## config.mk

```make
export PLATFORM = sky130hd
export DESIGN_NAME = serial_rx_errs
export DESIGN_NICKNAME = d
export VERILOG_FILES = /design/src/rtl/rx_pkg.sv /design/src/rtl/rx_sync2.sv /design/src/rtl/rx_break_det.sv /design/src/rtl/rx_frame_fsm.sv /design/src/rtl/serial_rx_errs.sv
export SDC_FILE = /design/constraint.sdc
export NUM_CORES = 1
export LEC_CHECK = 0
export BUFFER_PORTS_ARGS = -buffer_cell sky130_fd_sc_hd__buf_2
export CORE_MARGIN = 2
export CORE_UTILIZATION = 26
export DETAILED_ROUTE_END_ITERATION = 10
export MAX_ROUTING_LAYER = met4
export SYNTH_ARGS = -nofsm -noshare
export SYNTH_HDL_FRONTEND = slang
export SYNTH_SLANG_ARGS = --single-unit
export TNS_END_PERCENT = 50
```

## constraint.sdc

```tcl
create_clock -name clk -period 1.8 [get_ports clk]
set_input_delay 0.27 -clock clk [delete_from_list [all_inputs] [get_ports clk]]
set_output_delay 0.27 -clock clk [all_outputs]
set_load 0.02 [all_outputs]
```

## src/rtl/rx_pkg.sv

```systemverilog
package rx_pkg;
    typedef enum logic [1:0] {
        RX_IDLE  = 2'd0,
        RX_START = 2'd1,
        RX_DATA  = 2'd2,
        RX_STOP  = 2'd3
    } rx_state_t;
endpackage

```

## src/rtl/rx_sync2.sv

```systemverilog
module rx_sync2 #(
    parameter logic RST_VAL = 1'b1
) (
    input  logic clk,
    input  logic rst_n,
    input  logic d_async,
    output logic q_sync
);
    logic meta_q;

    always_ff @(posedge clk or negedge rst_n) begin
        if (!rst_n) begin
            meta_q <= RST_VAL;
            q_sync <= RST_VAL;
        end else begin
            meta_q <= d_async;
            q_sync <= meta_q;
        end
    end
endmodule

```

## src/rtl/rx_break_det.sv

```systemverilog
module rx_break_det #(
    parameter int OVS        = 16,
    parameter int BREAK_BITS = 11
) (
    input  logic clk,
    input  logic rst_n,
    input  logic tick,
    input  logic line,
    output logic brk_hit
);
    localparam int LIM = OVS * BREAK_BITS;
    localparam int CW  = $clog2(LIM + 1);
    localparam logic [CW-1:0] LIM_V  = CW'(LIM);
    localparam logic [CW-1:0] LIM_M1 = CW'(LIM - 1);

    logic [CW-1:0] low_cnt;

    // Counts ticks of an unbroken low run and saturates at the limit.
    always_ff @(posedge clk or negedge rst_n) begin
        if (!rst_n) begin
            low_cnt <= '0;
        end else if (line) begin
            low_cnt <= '0;
        end else if (tick && (low_cnt != LIM_V)) begin
            low_cnt <= low_cnt + 1'b1;
        end
    end

    assign brk_hit = tick && !line && (low_cnt == LIM_M1);
endmodule

```

## src/rtl/rx_frame_fsm.sv

```systemverilog
module rx_frame_fsm
    import rx_pkg::*;
#(
    parameter int OVS       = 16,
    parameter int DATA_BITS = 8
) (
    input  logic               clk,
    input  logic               rst_n,
    input  logic               tick,
    input  logic               line,
    input  logic               ninth_en,
    output logic               done,
    output logic               frame_bad,
    output logic [DATA_BITS:0] word
);
    localparam int CW = $clog2(OVS);
    localparam int IW = $clog2(DATA_BITS + 1);
    localparam logic [CW-1:0] SMP_A = CW'(OVS / 2 - 1);
    localparam logic [CW-1:0] SMP_B = CW'(OVS / 2);
    localparam logic [CW-1:0] SMP_C = CW'(OVS / 2 + 1);
    localparam logic [CW-1:0] LAST  = CW'(OVS - 1);

    rx_state_t       state_q, state_d;
    logic [CW-1:0]   cnt_q;
    logic [IW-1:0]   idx_q;
    logic [IW-1:0]   idx_last;
    logic            s_a_q, s_b_q;
    logic            vote, mid, last;
    logic [DATA_BITS:0] word_q;

    assign vote     = (s_a_q & s_b_q) | (s_a_q & line) | (s_b_q & line);
    assign mid      = tick && (cnt_q == SMP_C);
    assign last     = tick && (cnt_q == LAST);
    assign idx_last = ninth_en ? IW'(DATA_BITS) : IW'(DATA_BITS - 1);

    // State register
    always_ff @(posedge clk or negedge rst_n) begin
        if (!rst_n) state_q <= RX_IDLE;
        else        state_q <= state_d;
    end

    // Transitions
    always_comb begin
        state_d = state_q;
        unique case (state_q)
            RX_IDLE:  if (tick && !line)                 state_d = RX_START;
            RX_START: if (mid && vote)                   state_d = RX_IDLE;
                      else if (last)                     state_d = RX_DATA;
            RX_DATA:  if (last && (idx_q == idx_last))   state_d = RX_STOP;
            RX_STOP:  if (mid)                           state_d = RX_IDLE;
            default:                                     state_d = RX_IDLE;
        endcase
    end

    // Datapath and outputs
    always_ff @(posedge clk or negedge rst_n) begin
        if (!rst_n) begin
            cnt_q     <= '0;
            idx_q     <= '0;
            s_a_q     <= 1'b1;
            s_b_q     <= 1'b1;
            word_q    <= '0;
            done      <= 1'b0;
            frame_bad <= 1'b0;
        end else begin
            done      <= 1'b0;
            frame_bad <= 1'b0;
            if (state_q == RX_IDLE) begin
                cnt_q <= (tick && !line) ? CW'(1) : '0;
            end else if (tick) begin
                cnt_q <= (cnt_q == LAST) ? '0 : cnt_q + 1'b1;
            end
            if (tick && (cnt_q == SMP_A)) s_a_q <= line;
            if (tick && (cnt_q == SMP_B)) s_b_q <= line;
            unique case (state_q)
                RX_IDLE:  ;
                RX_START: begin
                    if (mid)  word_q <= '0;
                    if (last) idx_q  <= '0;
                end
                RX_DATA: begin
                    if (mid)  word_q[idx_q] <= vote;
                    if (last) idx_q <= idx_q + 1'b1;
                end
                RX_STOP: begin
                    if (mid) begin
                        done      <= 1'b1;
                        frame_bad <= !vote;
                    end
                end
                default: ;
            endcase
        end
    end

    assign word = word_q;
endmodule

```

## src/rtl/serial_rx_errs.sv

```systemverilog
module serial_rx_errs #(
    parameter int OVS        = 16,
    parameter int DATA_BITS  = 8,
    parameter int BREAK_BITS = 11
) (
    input  logic               clk,
    input  logic               rst_n,
    input  logic               baud_tick,
    input  logic               rx_in,
    input  logic               ninth_en,
    input  logic               stat_int_en,
    input  logic               split_irq,
    input  logic               tx_irq_in,
    input  logic               clr_we,
    input  logic [3:0]         clr_mask,
    output logic [DATA_BITS:0] rx_data,
    output logic               rx_ready,
    output logic               err_frame,
    output logic               err_break,
    output logic               err_overrun,
    output logic               irq_main,
    output logic               irq_aux
);
    logic               line;
    logic               brk_hit;
    logic               done;
    logic               frame_bad;
    logic [DATA_BITS:0] word;
    logic               clr_rdy, clr_ovr, clr_brk, clr_frm;
    logic               stat_req;

    rx_sync2 #(.RST_VAL(1'b1)) u_sync (
        .clk(clk), .rst_n(rst_n), .d_async(rx_in), .q_sync(line)
    );

    rx_break_det #(.OVS(OVS), .BREAK_BITS(BREAK_BITS)) u_brk (
        .clk(clk), .rst_n(rst_n), .tick(baud_tick), .line(line), .brk_hit(brk_hit)
    );

    rx_frame_fsm #(.OVS(OVS), .DATA_BITS(DATA_BITS)) u_fsm (
        .clk(clk), .rst_n(rst_n), .tick(baud_tick), .line(line),
        .ninth_en(ninth_en), .done(done), .frame_bad(frame_bad), .word(word)
    );

    assign clr_rdy = clr_we & clr_mask[0];
    assign clr_ovr = clr_we & clr_mask[1];
    assign clr_brk = clr_we & clr_mask[2];
    assign clr_frm = clr_we & clr_mask[3];

    always_ff @(posedge clk or negedge rst_n) begin
        if (!rst_n) begin
            rx_data     <= '0;
            rx_ready    <= 1'b0;
            err_frame   <= 1'b0;
            err_break   <= 1'b0;
            err_overrun <= 1'b0;
        end else begin
            rx_ready    <= (rx_ready & ~clr_rdy) | (done & ~rx_ready);
            err_overrun <= (err_overrun & ~clr_ovr) | (done & rx_ready);
            err_frame   <= (err_frame & ~clr_frm) | (done & frame_bad);
            err_break   <= (err_break & ~clr_brk) | brk_hit;
            if (done && !rx_ready) rx_data <= word;
        end
    end

    assign stat_req = stat_int_en & (err_frame | err_break | err_overrun);
    assign irq_main = rx_ready | stat_req | (~split_irq & tx_irq_in);
    assign irq_aux  = split_irq & tx_irq_in;
endmodule

```

==> results of run 1 <==
worst max-delay path: cells and delay by family (launching register included):
kind | cells | cell delay, ns
DFF | 1 | 0.39
AOI/OAI and AO/OA | 2 | 0.36
and+or+nand+nor | 2 | 0.31
muxes | 1 | 0.26
adders and majority gates | 1 | 0.19
buffers and inverters | 1 | 0.09
metal layers:
layer	track usage, %	wire length [um]	up-vias	part of all wire [%]
met4	3.79	69	0	1.6
met2	14.3	1870	35	44
met1	12.7	2090	793	50
met5	-	0	-	0
met3	2.74	189	7	4.5
li1	-	-	817	-
layout make-up:
class / instances / area, um^2 / area share, %
multi-input cells: 150 / 1140 / 41.2
well taps: 108 / 135 / 4.90
flip-flops and latches: 46 / 1160 / 41.9
repair buffers: 35 / 195 / 7.07
clock inverters: 1 / 5.00 / 0.181
inverters: 12 / 45.0 / 1.63
clock buffers: 7 / 86.3 / 3.13
path summary, 6_finish.rpt:
| kind | startpoint | end | slack, ns |
|---|---|---|---|
| setup / recovery | u_fsm.cnt_q[1]$_DFFE_PN0P_ | u_fsm.word[0]$_DFFE_PN0P_ | 0.11 |
| hold / removal | rst_n | rx_data[1]$_DFFE_PN0P_ | 0.03 |
| setup reg to reg | u_fsm.cnt_q[1]$_DFFE_PN0P_ | u_fsm.word[0]$_DFFE_PN0P_ | 0.11 |
| hold reg to reg | u_sync.meta_q$_DFF_PN1_ | u_sync.q_sync$_DFF_PN1_ | 0.36 |
| max in group asynchronous | rst_n | u_sync.q_sync$_DFF_PN1_ | 1.37 |
| min in group clk | rx_in | u_sync.meta_q$_DFF_PN1_ | 0.07 |
kinds of logic (layout without fill, tap and decap cells):
| logic type | count (synthesis) | in the layout |
|---|---|---|
| AND/OR/NAND/NOR | 70 | 70 |
| flip-flops | 46 | 46 |
| adder cells (fa/ha/maj) | 14 | 14 |
| multiplexers | 23 | 23 |
| buffers and inverters | 18 | 55 |
| AO/OA/AOI/OAI | 36 | 36 |
| XOR/XNOR | 7 | 7 |
power breakdown:
part,internal [uW],total (uW),switching [uW]
Combinational,741,1530,790
Clock,310,645,335
Sequential,1310,1540,231
sequential cells by signal, indices dropped and copies added (netlist names), named ones only:
| register | cells |
|---|---|
| rx_data | 9 |
| u_fsm.word | 9 |
| u_brk.low_cnt | 8 |
| u_fsm.cnt_q | 4 |
| u_fsm.idx_q | 4 |
| err_break | 1 |
| err_frame | 1 |
| err_overrun | 1 |
| rx_ready | 1 |
| u_fsm.done | 1 |
| u_fsm.frame_bad | 1 |
| u_fsm.s_a_q | 1 |
| u_fsm.s_b_q | 1 |
| u_fsm.state_q | 1 |
| u_sync.meta_q | 1 |
| u_sync.q_sync | 1 |
per-stage QoR:
step           area [um^2]  hold WS (ns)
3_5_place_dp          2670         0.348
3_3_place_gp          2670         0.346
5_1_grt               2760        0.0613
2_1_floorplan         2370       -0.0256
4_1_cts               2760        0.0562
6_report              2760        0.0325
cell usage after synthesis (4+ instances only):
master,n
xnor2_1,4
nor2b_1,4
inv_1,12
nand2_1,27
nand4_1,4
a21oi_1,6
ha_1,13
o21ai_0,6
dfrtp_1,42
a22o_1,12
mux2_2,20
dfstp_2,4
nor2_1,15
==> flow_metrics.py, run 1 <==
metrics = {
    "timing": {
        "finClkSkew_ns": 0.00446,
        "tightest_slew_ns": 0.561,
        "tns_ns": 0,
        "setup_viol": 0,
        "rsz0062_at_grt": "no",
        "post-route-min-period_ns": 1.69,
        "finalMaxSlewViolations": 0,
        "slew_headroom_pct": 62.6,
        "period_share_pct": 94.0,
        "hold_viol": 0,
        "fmax_mhz": 591,
        "worst_slack_ns": 0.108,
    },
    "clock_tree": {
        "cts_sinks": 46,
        "h-tree-depth": 2,
        "cts_tree": "done",
        "clock_latency_ns": 0.30,
        "ctsResizeCount": 0,
        "numCtsBuffers": 5,
        "root_buffer": "clkbuf_8",
        "clk_path_buf_depth": 2,
        "post_cts_buffers": 0,
        "clk_pin_slew_ns": 0.08,
        "hold_buffers": 0,
    },
    "routing": {
        "routed_wl_mm": 4.23,
        "postRouteAntennaNets": 0,
        "drc_errors": 0,
        "vias": 1652,
        "drt_first_pass_iters": 4,
        "wl_per_cell_um": 11.8,
        "routed_via_density": 4.60,
        "drt_iter0_drc": 81,
    },
    "finish": {
        "nets": 276,
        "syn_to_final_growth_pct": 16.4,
        "finalNonFillerCells": 359,
        "fillers": 903,
        "layout_common_cells": "dfrtp_1 (42), nand2_1 (27), buf_2 (27), mux2_2 (20), nor2_1 (15)",
        "insertedDiodeCount": 0,
        "final_util_pct": 31.5,
        "layout_commonest_cell": "dfrtp_1",
        "final_layout_size_suffix_gt1_share_pct": 29.9,
    },
    "grt": {
        "antenna_found_initial": 0,
        "grtUsageTotal_pct": 9.75,
        "grt_pass1_wl_mm": 7.51,
        "grt.overflow.total": 0,
        "grt_max_degree": 47,
        "grt_pass1_vias": 1596,
    },
    "yosys": {
        "synth-seq-cells": 46,
        "synth-simple-area-share_pct": 15.3,
        "synth-compound-area-share_pct": 12.0,
        "synthFlopType": "dfrtp_1",
        "synthesis.nets": 240,
        "synthMuxAreaShare_pct": 10.8,
        "synth_edf_count": 0,
        "yosys.area.top_type_share_pct": 44.4,
        "synth_cells": 214,
        "ys.warnings.count": 0,
        "synthArstFlopShare_pct": 100,
        "synth_largest_area_cell": "dfrtp_1",
        "yosysSeqAreaShare_pct": 48.8,
        "yosys-top-cells-area": "dfrtp_1 (44%), mux2_2 (9.5%), ha_1 (6.9%)",
        "synthXorXnorAreaFrac_pct": 2.59,
        "yosysUniqueCellTypes": 41,
        "synth_fa_ha_area_share_pct": 7.29,
        "synth_area_mm2": 0.00237,
        "syn_area_per_cell_um2": 11.1,
        "synth_top_family_by_area": "simple AND/OR/NAND/NOR gates",
    },
    "place": {
        "portBuffers": 27,
        "place_inst": 351,
        "hpwl_mm": 3.11,
        "place_congestion": 0.741,
        "pre_cts_slack_ns": 0.0991,
    },
    "setup_path": {
        "critPathMaxStageDelay_ns": 0.39,
        "ff2ff_path_depth": 7,
        "worst_path_max_delay_cell": "dfrtp_1",
        "worstSetupPathType": "register to register",
        "cp.arrival_ns": 1.89,
        "crit_fanout": 9,
        "cp_data_required_time_ns": 1.99,
        "worstPathCellList": "inv_1 > ha_1 > and4b_4 > o21ai_4 > nor2_4 > mux2_2 > a22o_1",
        "end_kind": "register",
        "startpoint_type": "register",
    },
    "die": {
        "rows": 34,
        "core_area_mm2": 0.00876,
        "start_util_pct": 27.0,
        "die_h_um": 99.5,
        "fp.dieW_um": 99.5,
        "dieArea_mm2": 0.00989,
        "io-pin-count": 28,
    },
    "power": {
        "ir_worst_vdd_mv": 0.481,
        "power_leakage_uw": 0.00128,
        "power.density_mw_per_mm2": 1350,
        "total_power_uw": 3710,
    },
    "run_status": {
        "status": "completed",
    },
    "hold_path": {
        "hp-class": "primary input to asynchronous set/reset pin",
    },
    "run": {
        "cap_violations": 0,
    },
}
No activity file was read; power rests on OpenSTA's default activity.
==> run 2: changes to the inputs <==
- GPL_TIMING_DRIVEN: default -> 0
- REMOVE_ABC_BUFFERS: default -> 1
- SLEW_MARGIN: default -> 5
==> run 2 against run 1 <==
Via count decreased by 2.7%. Critical path depth decreased by 1. Register-to-register slack got worse by 0.02 ns. Power about the same. Clock power decreased by 1%. Critical endpoint is now u_fsm.idx_q[2]$_DFFE_PN0P_. Die area unchanged. Global-route usage decreased by 0.77 points. Combinational power about the same. Utilization decreased by 0.23 points. Sequential cell count unchanged. Final cell count decreased by 1.4%.
==> flow_metrics.py, run 2 (synthesized netlist as in run 1, its figures left out) <==
metrics = {
    "hold_path": {
        "min_from": "rx_in",
        "hp-class": "primary input to register",
    },
    "finish": {
        "fillers": 883,
        "layout_common_cells": "dfrtp_1 (42), nand2_1 (27), buf_2 (27), mux2_2 (20), nor2_1 (15)",
        "stdcell_area_mm2": 0.00274,
        "syn_to_final_growth_pct": 15.6,
        "final_util_pct": 31.3,
        "multi_input_comb_area_mm2": 0.00115,
        "nets": 271,
        "final_layout_size_suffix_gt1_share_pct": 29.3,
        "regArea_mm2": 0.00116,
        "insertedDiodeCount": 0,
        "layout_commonest_cell": "dfrtp_1",
        "finalNonFillerCells": 354,
    },
    "grt": {
        "grt_pass1_wl_mm": 7.19,
        "grtUsageTotal_pct": 8.98,
        "antenna_found_initial": 0,
        "grt_max_degree": 47,
        "grt_pass1_vias": 1567,
        "grt.overflow.total": 0,
    },
    "place": {
        "portBuffers": 27,
        "place_inst": 343,
        "hpwl_mm": 2.91,
        "dpl-instance-area_mm2": 0.00261,
        "place_congestion": 0.800,
    },
    "timing": {
        "slew_headroom_pct": 33.2,
        "hold_viol": 0,
        "period_share_pct": 95.1,
        "post-route-min-period_ns": 1.71,
        "finClkSkew_ns": 0.00886,
        "tightest_slew_ns": 1.00,
        "finalMaxSlewViolations": 0,
        "fmax_mhz": 584,
        "setup_viol": 0,
        "rsz0062_at_grt": "yes",
    },
    "run": {
        "cap_violations": 0,
    },
    "setup_path": {
        "crit-reg2reg-launch": "u_fsm.cnt_q[0]$_DFFE_PN0P_",
        "cp_data_required_time_ns": 1.99,
        "reg2reg_slack_ns": 0.09,
        "crit_start": "u_fsm.cnt_q[0]$_DFFE_PN0P_",
        "crit_fanout": 7,
        "cp.arrival_ns": 1.90,
        "end_kind": "register",
        "cp_num_buf_inv": 0,
        "startpoint_type": "register",
        "critPathMaxStageDelay_ns": 0.45,
        "worstPathCellList": "ha_1 > and4_2 > o21ai_2 > nor3b_1 > o21ai_0 > nand2_1",
        "cp_top_family": "flip-flops",
        "worstSetupPathType": "register to register",
        "worst_path_max_delay_cell": "dfrtp_1",
    },
    "die": {
        "dieArea_mm2": 0.00989,
        "rows": 34,
        "die_h_um": 99.5,
        "core_area_mm2": 0.00876,
        "fp.dieW_um": 99.5,
        "start_util_pct": 27.0,
        "io-pin-count": 28,
    },
    "power": {
        "power_leakage_uw": 0.00126,
        "ir_worst_vdd_mv": 0.596,
        "power.density_mw_per_mm2": 1360,
    },
    "routing": {
        "routed_via_density": 4.54,
        "postRouteAntennaNets": 0,
        "vias": 1607,
        "drt_first_pass_iters": 4,
        "routed_wl_mm": 4.11,
        "wl_per_cell_um": 11.6,
        "drt_iter0_drc": 63,
        "drc_errors": 0,
    },
    "clock_tree": {
        "clk_path_buf_depth": 2,
        "cts_sinks": 46,
        "numCtsBuffers": 5,
        "root_buffer": "clkbuf_8",
        "h-tree-depth": 2,
        "hold_buffers": 0,
        "cts_tree": "done",
        "clk_pin_slew_ns": 0.08,
        "clock_latency_ns": 0.29,
    },
    "run_status": {
        "status": "completed",
    },
}
run 2: cell count changes in the layout (fill, tap and decap cells not counted), sizes merged:
cell	change
buf	-5
clkbuf	+1
clkinv	-1
run 2: worst register-to-register path: cells and delay by family, from the launching register on:
kind	cells	cell delay [ns]
AO/OA/AOI/OAI	2	0.41
AND/OR/NAND/NOR	3	0.44
adder cells (fa/ha/maj)	1	0.31
flip-flops	1	0.45
run 2: metrics by stage:
step	setup WS, ns	setup TNS [ns]	total power [uW]	hold WS [ns]
after global routing	-0.00600	-0.00600	4030	0.0683
final	0.0883	0	3720	0.0774
after floorplan	-0.0838	-0.754	2650	-0.0256
after CTS	0.0000304	0	3750	0.0662
after global placement	-0.405	-4.20	2950	0.347
after detailed placement	-0.427	-4.49	3000	0.348
run 2: worst paths after layout:
check	cells past startpoint	endpoint
worst max-delay path	6	u_fsm.idx_q[2]$_DFFE_PN0P_
worst min-delay path	1	u_sync.meta_q$_DFF_PN1_
worst max register to register	6	u_fsm.idx_q[2]$_DFFE_PN0P_
min in group asynchronous	1	rx_data[5]$_DFFE_PN0P_
worst min register to register	0	u_sync.q_sync$_DFF_PN1_
max in group asynchronous	1	u_brk.low_cnt[3]$_DFFE_PN0P_
run 2: cell type report:
cell class | count | share of cell area [%]
Clock buffer | 8 | 3.29
Inverter | 12 | 1.64
Multi-Input combinational cell | 150 | 42.2
Sequential cell | 46 | 42.2
Tap cell | 108 | 4.93
Timing Repair Buffer | 30 | 5.76
run 2: repair_timing:
item / in CTS / in global routing
resized for setup: 3 / 1
buffers inserted: 1 / 2
cloned: 0 / 0
endpoints found under the setup margin: 13 / 10
pin swaps: 1 / 1
run 2: power by group:
group	internal [uW]	switching (uW)
clock	313	323
sequential	1310	259
combinational	740	775
run 2: metal layers:
| metal | vias up | global-route usage, % | wire length (um) |
|---|---|---|---|
| li1 | 812 | - | - |
| met1 | 762 | 11.7 | 2010 |
| met2 | 29 | 14.2 | 1910 |
| met3 | 4 | 1.34 | 130 |
| met4 | 0 | 3.48 | 56 |
| met5 | - | - | 0 |
